File: src/rtl/cq_pkg.sv
// Package: shared sizing defaults for the completion queue.
// Assumes the ring depth is a power of two so that pointers wrap by truncation.
package cq_pkg;
    localparam int CQ_DEPTH     = 16;
    localparam int CQ_CMP_PORTS = 7;
    localparam int CQ_RET_LANES = 5;
endpackage

File: src/rtl/cq_ptr_ctrl.sv
// Module: cq_ptr_ctrl
// Keeps the head and tail ring pointers and the free and used counters.
// Assumes: alloc_fire is never high while full, and ret_cnt never exceeds used_cnt.
module cq_ptr_ctrl #(
    parameter int DEPTH = 16,
    parameter int RET_W = 5,
    localparam int TW   = $clog2(DEPTH),
    localparam int CW   = $clog2(DEPTH + 1),
    localparam int RCW  = $clog2(RET_W + 1)
) (
    input  logic           clk,
    input  logic           rst_n,
    input  logic           alloc_fire,
    input  logic [RCW-1:0] ret_cnt,
    output logic [TW-1:0]  head,
    output logic [TW-1:0]  tail,
    output logic [CW-1:0]  free_cnt,
    output logic [CW-1:0]  used_cnt,
    output logic           full
);
    logic [TW-1:0] head_q, tail_q;
    logic [CW-1:0] free_q, used_q;

    // Advance the pointers and the counters by this cycle's allocation and retirement.
    always_ff @(posedge clk) begin
        if (!rst_n) begin
            head_q <= '0;
            tail_q <= '0;
            free_q <= CW'(DEPTH);
            used_q <= '0;
        end else begin
            head_q <= head_q + TW'(ret_cnt);
            if (alloc_fire)
                tail_q <= tail_q + 1'b1;
            used_q <= used_q + CW'(alloc_fire) - CW'(ret_cnt);
            free_q <= free_q - CW'(alloc_fire) + CW'(ret_cnt);
        end
    end

    // Drive the pointer and counter outputs.
    always_comb begin
        head     = head_q;
        tail     = tail_q;
        free_cnt = free_q;
        used_cnt = used_q;
        full     = (free_q == '0);
    end

    AST_COUNT_SUM: assert property (@(posedge clk) disable iff (!rst_n)
        ({1'b0, free_q} + {1'b0, used_q}) == (CW + 1)'(DEPTH));
    AST_TAIL_STEP: assert property (@(posedge clk) disable iff (!rst_n)
        alloc_fire |=> tail_q == $past(tail_q) + 1'b1);
    AST_NO_OVERFLOW: assert property (@(posedge clk) disable iff (!rst_n)
        used_q <= CW'(DEPTH));
endmodule

File: src/rtl/cq_entry_array.sv
// Module: cq_entry_array
// Holds a valid flag and a finished flag for every ring slot, and applies the
// allocations, retirements and completions.
// Assumes: one allocation at most per cycle, and that ret_mask covers only valid slots.
module cq_entry_array #(
    parameter int DEPTH = 16,
    parameter int NCMP  = 7,
    localparam int TW   = $clog2(DEPTH)
) (
    input  logic              clk,
    input  logic              rst_n,
    input  logic              alloc_fire,
    input  logic [TW-1:0]     tail,
    input  logic [DEPTH-1:0]  ret_mask,
    input  logic [NCMP-1:0]   cmp_valid,
    input  logic [NCMP*TW-1:0] cmp_tag,
    output logic [DEPTH-1:0]  valid,
    output logic [DEPTH-1:0]  done,
    output logic              cmp_err
);
    logic [DEPTH-1:0] valid_q, done_q, hit;

    // Decode every completion port into a per-slot hit vector.
    always_comb begin
        hit = '0;
        for (int p = 0; p < NCMP; p++)
            if (cmp_valid[p])
                hit[cmp_tag[p*TW +: TW]] = 1'b1;
    end

    // Flag any completion whose slot is not currently allocated.
    always_comb begin
        cmp_err = 1'b0;
        for (int p = 0; p < NCMP; p++)
            if (cmp_valid[p] && !valid_q[cmp_tag[p*TW +: TW]])
                cmp_err = 1'b1;
    end

    for (genvar i = 0; i < DEPTH; i++) begin : g_slot
        // Per-slot flags: allocation first, then retirement, then completion.
        always_ff @(posedge clk) begin
            if (!rst_n) begin
                valid_q[i] <= 1'b0;
                done_q[i]  <= 1'b0;
            end else if (alloc_fire && tail == TW'(i)) begin
                valid_q[i] <= 1'b1;
                done_q[i]  <= 1'b0;
            end else if (ret_mask[i]) begin
                valid_q[i] <= 1'b0;
                done_q[i]  <= 1'b0;
            end else if (hit[i] && valid_q[i]) begin
                done_q[i]  <= 1'b1;
            end
        end
    end

    // Present the flags to the retire scan.
    always_comb begin
        valid = valid_q;
        done  = done_q;
    end

    AST_DONE_NEEDS_VALID: assert property (@(posedge clk) disable iff (!rst_n)
        (done_q & ~valid_q) == '0);
    AST_RETIRE_ONLY_DONE: assert property (@(posedge clk) disable iff (!rst_n)
        (ret_mask & ~(valid_q & done_q)) == '0);
endmodule

File: src/rtl/cq_retire_scan.sv
// Module: cq_retire_scan
// Walks up to RET_W slots from the head and stops at the first slot that is not
// both valid and finished. Purely combinational; it uses registered flags only.
// Assumes DEPTH is a power of two, so that index wrap is plain truncation.
module cq_retire_scan #(
    parameter int DEPTH = 16,
    parameter int RET_W = 5,
    localparam int TW   = $clog2(DEPTH),
    localparam int RCW  = $clog2(RET_W + 1)
) (
    input  logic [TW-1:0]       head,
    input  logic [DEPTH-1:0]    valid,
    input  logic [DEPTH-1:0]    done,
    output logic [RCW-1:0]      ret_cnt,
    output logic [RET_W*TW-1:0] ret_tags,
    output logic [DEPTH-1:0]    ret_mask
);
    logic          go;
    logic [TW-1:0] idx;

    // Find the finished run at the head, record its tags and mark its slots.
    always_comb begin
        ret_cnt  = '0;
        ret_tags = '0;
        ret_mask = '0;
        go       = 1'b1;
        idx      = head;
        for (int i = 0; i < RET_W; i++) begin
            idx = head + TW'(i);
            if (go && valid[idx] && done[idx]) begin
                ret_cnt              = ret_cnt + 1'b1;
                ret_tags[i*TW +: TW] = idx;
                ret_mask[idx]        = 1'b1;
            end else begin
                go = 1'b0;
            end
        end
    end
endmodule

File: src/rtl/cmpl_queue.sv
// Module: cmpl_queue (top)
// In-order completion ring: allocate at the tail, finish by tag on any port,
// retire up to RET_W finished slots from the head each cycle.
// Assumes: the caller honours full, and DEPTH is a power of two.
module cmpl_queue #(
    parameter int DEPTH = cq_pkg::CQ_DEPTH,
    parameter int NCMP  = cq_pkg::CQ_CMP_PORTS,
    parameter int RET_W = cq_pkg::CQ_RET_LANES,
    localparam int TW   = $clog2(DEPTH),
    localparam int CW   = $clog2(DEPTH + 1),
    localparam int RCW  = $clog2(RET_W + 1)
) (
    input  logic               clk,
    input  logic               rst_n,
    input  logic               alloc_req,
    output logic [TW-1:0]      alloc_tag,
    output logic               full,
    output logic [CW-1:0]      free_cnt,
    output logic [CW-1:0]      used_cnt,
    input  logic [NCMP-1:0]    cmp_valid,
    input  logic [NCMP*TW-1:0] cmp_tag,
    output logic               cmp_err,
    output logic [RCW-1:0]     ret_cnt,
    output logic [RET_W*TW-1:0] ret_tags
);
    logic             alloc_fire;
    logic [TW-1:0]    head, tail;
    logic [DEPTH-1:0] valid, done, ret_mask;

    // Accept an allocation only outside reset and while a slot is free.
    always_comb begin
        alloc_fire = rst_n && alloc_req && !full;
        alloc_tag  = tail;
    end

    cq_ptr_ctrl #(.DEPTH(DEPTH), .RET_W(RET_W)) u_ptr (
        .clk(clk), .rst_n(rst_n), .alloc_fire(alloc_fire), .ret_cnt(ret_cnt),
        .head(head), .tail(tail), .free_cnt(free_cnt), .used_cnt(used_cnt),
        .full(full)
    );

    cq_entry_array #(.DEPTH(DEPTH), .NCMP(NCMP)) u_ent (
        .clk(clk), .rst_n(rst_n), .alloc_fire(alloc_fire), .tail(tail),
        .ret_mask(ret_mask), .cmp_valid(cmp_valid), .cmp_tag(cmp_tag),
        .valid(valid), .done(done), .cmp_err(cmp_err)
    );

    cq_retire_scan #(.DEPTH(DEPTH), .RET_W(RET_W)) u_scan (
        .head(head), .valid(valid), .done(done),
        .ret_cnt(ret_cnt), .ret_tags(ret_tags), .ret_mask(ret_mask)
    );

    AST_RET_WITHIN_USED: assert property (@(posedge clk) disable iff (!rst_n)
        CW'(ret_cnt) <= used_cnt);
    AST_RET_CAP: assert property (@(posedge clk) disable iff (!rst_n)
        ret_cnt <= RCW'(RET_W));
    AST_FULL_HOLDS_TAG: assert property (@(posedge clk) disable iff (!rst_n)
        full |=> alloc_tag == $past(alloc_tag));
    AST_USED_STEP: assert property (@(posedge clk) disable iff (!rst_n)
        1'b1 |=> used_cnt == $past(used_cnt) + CW'($past(alloc_fire)) - CW'($past(ret_cnt)));
endmodule

File: config.mk
export PLATFORM = sky130hd
export DESIGN_NAME = cmpl_queue
export DESIGN_NICKNAME = d
export VERILOG_FILES = /design/src/rtl/cq_pkg.sv /design/src/rtl/cq_ptr_ctrl.sv /design/src/rtl/cq_entry_array.sv /design/src/rtl/cq_retire_scan.sv /design/src/rtl/cmpl_queue.sv
export SDC_FILE = /design/constraint.sdc
export NUM_CORES = 1
export LEC_CHECK = 0
export ABC_AREA = 1
export CAP_MARGIN = 0
export CORE_MARGIN = 2
export CORE_UTILIZATION = 48
export CTS_CLUSTER_SIZE = 8
export DETAILED_ROUTE_END_ITERATION = 12
export PLACE_DENSITY = 0.73
export SYNTH_ARGS = -nofsm -noshare
export SYNTH_HDL_FRONTEND = slang
export SYNTH_SLANG_ARGS = --single-unit
File: constraint.sdc
create_clock -name clk -period 4.74 [get_ports clk]
set_clock_uncertainty 0.1 [all_clocks]
set_input_delay 0.948 -clock clk [delete_from_list [all_inputs] [get_ports clk]]
set_output_delay 0.948 -clock clk [all_outputs]
set_load 0.005 [all_outputs]
==> results of run 1 <==
[through the flow]
step / TNS (ns) / hold WS, ns
after CTS: 0 / 0.425
after global routing: -0.0990 / 0.443
after detailed placement: 0 / 0.415
after floorplan: 0 / 0.362
final: 0 / 0.429
after global placement: 0 / 0.416
[placed cells by master (no fill, tap or decap), drive strengths merged, types with 18 or more instances in the layout]
master           n
o221ai          18
a22oi           36
nand2          339
a21oi           44
o21ai           52
dfxtp           50
inv            150
buf             53
nand4           36
clkdlybuf4s50   74
nor2           167
nand3          116
ha              34
[flip-flops by register name, summed over array words and instances (netlist names)]
signal,count
u_ent.done,16
u_ent.valid,16
u_ptr.free_cnt,5
u_ptr.head,4
u_ptr.tail,4
u_ptr.used_cnt,5
[worst max-delay path: cells and delay by family (launching register included)]
family          cells  cell delay [ns]
compound gates      2             0.31
fa+ha+maj           4             0.91
buf+inv             6             0.58
flops               1             0.40
simple gates       13             1.02
[layer usage]
metal | routed length, microns | up-vias
met5 | 0 | -
met4 | 1560 | 0
met3 | 3710 | 132
met2 | 12100 | 645
met1 | 11500 | 3967
li1 | - | 4104
[timing repair]
item / 4_1_cts / 5_1_grt
hold buffers: 0 / 0
buffers inserted: 6 / 2
pin swaps: 4 / 8
hold endpoints to repair: 0 / 0
endpoints found under the setup margin: 2 / 8
gates resized for setup: 10 / 23
[final cells by class]
type | instances | area share
Tap cell | 176 | 0.0273
Clock buffer | 5 | 0.0155
Multi-Input combinational cell | 924 | 0.607
Sequential cell | 50 | 0.125
Antenna cell | 1 | 0.000311
Clock inverter | 3 | 0.00544
Timing Repair Buffer | 129 | 0.148
Inverter | 150 | 0.0715
[power groups by stage]
stage,combinational (uW),clock (uW),sequential [uW]
global placement,447,0,497
global route,524,447,491
detailed placement,456,0,498
finish,470,436,488
CTS,459,434,487
floorplan,268,0,491
[cell families after synthesis]
kind of cell	after synthesis	synth area share
AO/OA/AOI/OAI	207	0.205
AND/OR/NAND/NOR	675	0.440
flip-flops	50	0.152
adder cells (fa/ha/maj)	37	0.0736
XOR/XNOR	5	0.00664
buffers and inverters	190	0.123
[path summary, 6_finish.rpt]
kind              depth (start not counted)  slack (ns)            from                 to
hold reg to reg                           2        0.43  u_ent.valid[3]     u_ent.valid[3]
setup reg to reg                         34        0.24   u_ptr.head[0]  u_ptr.free_cnt[4]
hold / removal                            2        0.43  u_ent.valid[3]     u_ent.valid[3]
setup / recovery                         25        0.16   u_ptr.head[0]         ret_cnt[1]
==> metrics.md, run 1 <==
| Metric | Value |
|---|---|
| Switching pwr | `490 uW` |
| First-pass GRT wire length | `approximately 44 mm` |
| Slowest cell on the critical path | `dfxtp_4` |
| Layout cells sized above 1 | `0.0983` |
| Final WL | `28.9 mm` |
| Combinational power share | `0.337` |
| Most common cell on crit path | `nand2_1` |
| Clock Path Buffers | `2` |
| Setup ws final | `0.162 ns` |
| Register area | `between 1000 and 1500 sq um` |
| Vias in the first global route | `7950` |
| Clk network pwr share | `0.313` |
| CTS buffer count | `5` |
| Post-synth ARST share | `0` |
| PD cells | `between 150 and 200 nW/um^2` |
| Met1 usage | `0.526` |
| Cell leakage power | `0.00374 uW` |
| Number of vias per cell | `6.15` |
| Core Footprint | `13300 sq um` |
| Worst Setup End Kind | `output port` |
| H-Tree Depth | `2` |
| Top-count cell post-synth | `nand2_1` |
| CP Class | `register to output port` |
| Footprint of the multi-input gates | `about 4900 sq um` |
| TritonRoute pass-1 iters | `7` |
| Final Cell Area | `8060 sq um` |
| Main synth FF type | `dfxtp_1` |
| Syn Inst Count | `1164` |
| Max stage delay on crit path | `approximately 0.40 ns` |
| Die height | `approximately 120 microns` |
| Rel. slew slack | `0.400` |
| Non-filler instance count after layout | `1438` |
| Post-Syn Nets | `1239` |
| RSZ-0062 raised after global routing | `true` |
| Yosys top cell by area | `nand2_1` |
| Final Hold Vio Count | `0` |
| Post-route minimum period | `about 4.6 ns` |
| DRT iter0 DRCs | `1347` |
| Worst Max-Slew Pin Slew | `0.899 ns` |
| Final Total Pwr | `approximately 1400 uW` |
| DR vias | `a little under 9000` |
| Synthesized flop and latch total | `50` |
| DR WL/cell | `~20 microns` |
| Seq pwr share | `0.350` |
| Final ANT Viol Nets | `0` |
| Mapped cell area | `6590 sq um` |
| Area share of the largest cell type after synthesis | `0.188` |
| Clk_lat worst skew | `0.30 ns` |
| Status | `finished clean` |
| GRT Max-Usage Layer | `met2` |
| Internal power | `904 uW` |
| Row cnt | `42` |
| CTS tree | `yes` |
| HP Class | `register to register` |
| Layout area overhead | `22.2%` |
| Max IR drop VDD | `roughly 0.30 mV` |
| Sink Count | `50` |
| Crit-path max FO | `13` |
| Max Cap Viol | `0` |
| Clock transition at the registers of the reported paths | `0.08 ns` |
| Distinct cells, synth | `47` |
| Max Freq | `between 0.2 and 0.25 GHz` |
| Worst slack, placed | `0.0829 ns` |
| Final core utilization | `0.603` |
| Max-slew violation count | `0` |
| DRC viols | `0` |
| Placed instance area | `7740 sq um` |
| Fill cell count | `1354` |
| Overflow after GRT | `0` |
| Required @ worst endpoint | `3.69 ns` |
| Final-stage net count | `between 1000 and 1500` |
| # setup viols final | `0` |
| Sequential-to-total area share from yosys stat | `0.152` |
| Initial antenna violation count | `1` |
| Sw Share | `0.351` |
| Startpoint Class | `register` |
| Post-synth EDFFs | `0` |
| Largest cells by area after synthesis | `nand2_1, dfxtp_1, nor2_1, nand3_1, inv_1` |
| Final period utilization | `0.966` |
| GRT Overall Usage | `0.387` |
| M3 GR Usage | `0.0888` |
| Data arrival, critical path | `3.53 ns` |
| Die W | `121 microns` |
| Largest net degree at the start of global routing | `40` |
| CTS root buf | `clkbuf_16` |
| Ys Warns | `0` |
| Gpl congestion | `~1.0` |
| Post-Syn Area per Cell | `between 5 and 6 sq um` |
| PortBufs | `76` |
| DP HPWL | `roughly 23 mm` |
| Initial Utilization | `0.494` |
| Boundary Pins | `77` |
| Placed cells | `roughly 1400` |
| Met2 global-route usage | `0.583` |
| DIE AREA | `14700 sq um` |
| Top post-synthesis cells by count | `nand2_1, nor2_1, inv_1, nand3_1, dfxtp_1` |
Note: power is estimated with default switching activity, not from simulation.
==> run 2: changes to the inputs <==
- SETUP_SLACK_MARGIN: unset -> 0.15
==> metrics.md, run 2 (same netlist as run 1, synthesis figures left out) <==
| Metric | Value |
|---|---|
| Overflow after GRT | `0 (unchanged)` |
| CTS root buf | `clkbuf_16 (unchanged)` |
| H-Tree Depth | `2 (unchanged)` |
| Final-stage net count | `1349 (was 1335)` |
| Vias in the first global route | `7889 (was 7950)` |
| Final period utilization | `0.960 (was 0.966)` |
| R2R setup slack | `0.25 ns (was 0.24 ns)` |
| Clock Path Buffers | `2 (unchanged)` |
| Clk_lat worst skew | `0.31 ns (was 0.30 ns)` |
| Die W | `121 microns (unchanged)` |
| Setup ws final | `0.190 ns (was 0.162 ns)` |
| Layout area overhead | `26.1% (was 22.2%)` |
| Placed instance area | `7790 sq um (was 7740 sq um)` |
| Worst Setup End Kind | `output port (unchanged)` |
| DP HPWL | `22.4 mm (was 22.6 mm)` |
| Post-route minimum period | `4.55 ns (was 4.58 ns)` |
| Max Freq | `0.220 GHz (was 0.218 GHz)` |
| Crit-path max FO | `7 (was 13)` |
| Final Cell Area | `8310 sq um (was 8060 sq um)` |
| Worst Max-Slew Pin Slew | `0.889 ns (was 0.899 ns)` |
| GRT Overall Usage | `0.386 (was 0.387)` |
| PortBufs | `76 (unchanged)` |
| # hold bufs at CTS | `0 (unchanged)` |
| Initial Utilization | `0.494 (unchanged)` |
| DIE AREA | `14700 sq um (unchanged)` |
| Cell leakage power | `0.00384 uW (was 0.00374 uW)` |
| Data arrival, critical path | `3.50 ns (was 3.53 ns)` |
| FF-to-FF Start | `u_ptr.head[0] (unchanged)` |
| Initial antenna violation count | `1 (unchanged)` |
| Row cnt | `42 (unchanged)` |
| Ant. Diodes | `0 (was 1)` |
| Most frequent cells in the layout | `nand2_1, nor2_1, inv_1, nand3_1, clkdlybuf4s50_1 (unchanged)` |
| R2r endpoint | `u_ptr.free_cnt[4] (unchanged)` |
| Rel. slew slack | `0.407 (was 0.400)` |
| Status | `finished clean (unchanged)` |
| CTS buffer count | `5 (unchanged)` |
| Largest net degree at the start of global routing | `43 (was 40)` |
| Max IR drop VDD | `0.302 mV (was 0.300 mV)` |
| HP Class | `register to register (unchanged)` |
| Final Hold Vio Count | `0 (unchanged)` |
| # setup viols final | `0 (unchanged)` |
| Max-slew violation count | `0 (unchanged)` |
| Sink Count | `50 (unchanged)` |
| Required @ worst endpoint | `3.69 ns (about the same)` |
| Max Cap Viol | `0 (unchanged)` |
| CTS tree | `yes (unchanged)` |
| TritonRoute pass-1 iters | `6 (was 7)` |
| CP endpoint | `ret_cnt[1] (unchanged)` |
| Die height | `121 microns (unchanged)` |
| Gpl congestion | `1.04 (about the same)` |
| DRC viols | `0 (unchanged)` |
| DRT iter0 DRCs | `1278 (was 1347)` |
| Commonest non-fill, non-tap cell in the layout | `nand2_1 (unchanged)` |
| Boundary Pins | `77 (unchanged)` |
| First-pass GRT wire length | `43.8 mm (was 43.6 mm)` |
| DR vias | `8930 (was 8848)` |
| Setup TNS | `0 ns (unchanged)` |
| CP Class | `register to output port (unchanged)` |
| Worst Setup SP | `u_ptr.head[0] (unchanged)` |
| Startpoint Class | `register (unchanged)` |
| RSZ-0062 raised after global routing | `true (unchanged)` |
| Reg2Reg Depth | `34 (unchanged)` |
| Worst slack, placed | `0.172 ns (was 0.0829 ns)` |
| Layout cells sized above 1 | `0.122 (was 0.0983)` |
| PD cells | `165 nW/um^2 (was 173 nW/um^2)` |
| DR WL/cell | `20.0 microns (was 20.1 microns)` |
| Clock transition at the registers of the reported paths | `0.08 ns (about the same)` |
| Number of vias per cell | `6.15 (about the same)` |
| Core Footprint | `13300 sq um (unchanged)` |
| Final ANT Viol Nets | `0 (unchanged)` |
| Final WL | `29.0 mm (was 28.9 mm)` |
## run 2: final cells by class
class | count | area [sq um]
clock buffers | 5 | 125
clock inverters | 3 | 28.8
fillers | 1343 | 5040
inverters | 150 | 599
multi-input cells | 924 | 5020
flip-flops and latches | 50 | 1010
well taps | 176 | 220
repair buffers | 143 | 1310
## run 2: worst min-delay path by stage
stage	startpoint	to	slack [ns]	depth (start not counted)
after detailed placement	u_ent.done[9]	u_ent.done[9]	0.43	2
after floorplan	u_ent.valid[3]	u_ent.valid[3]	0.36	2
final	u_ent.done[8]	u_ent.done[8]	0.45	2
after CTS	u_ent.done[8]	u_ent.done[8]	0.44	2
after global routing	u_ent.done[8]	u_ent.done[8]	0.50	2
after global placement	u_ent.valid[8]	u_ent.valid[8]	0.41	2
## run 2: power by group
group	internal, uW	switching, uW	leakage [uW]
sequential	453	35.2	0.000408
combinational	223	276	0.00336
clock	203	184	0.0000763
## run 2: stage by stage
stage	hold WS, ns	util	power [uW]	instances
2_1_floorplan	0.362	-	768	1164
3_3_place_gp	0.406	0.584	953	1420
3_5_place_dp	0.431	0.584	958	1420
4_1_cts	0.442	0.602	1340	1435
5_1_grt	0.497	0.623	1460	1451
6_report	0.446	0.623	1370	1451
## run 2: timing repair
item / in CTS / in global routing
resized for setup: 8 / 44
endpoints found under the setup margin: 3 / 13
gates cloned: 1 / 0
setup buffers: 6 / 16
pin swaps: 6 / 23
## run 2: metal layers
metal / up-vias / part of all wire / routed length [microns] / GRT usage
met2: 641 / 0.43 / 12500 / 0.594
met4: 2 / 0.041 / 1180 / 0.127
met1: 4026 / 0.40 / 11700 / 0.529
met3: 122 / 0.13 / 3680 / 0.0926
li1: 4139 / - / - / -
met5: - / 0.00028 / 8 / 0
## run 2: critical path, cell delays in order, from the launching register on
cell,delay (ns)
dfxtp_4,0.42
clkinv_8,0.09
ha_4,0.36
clkinv_8,0.09
nand3_2,0.06
nand2_1,0.06
nand2_1,0.05
nand2_1,0.05
nor2_1,0.09
nand2_1,0.08
nand2_2,0.13
nand2_4,0.07
inv_4,0.06
ha_4,0.16
nand3_4,0.09
nor2_4,0.10
nand2_2,0.07
nand2_2,0.07
nand2_2,0.05
inv_2,0.06
ha_4,0.19
o21a_1,0.20
ha_4,0.27
inv_2,0.04
o21ai_4,0.15
clkbuf_2,0.13
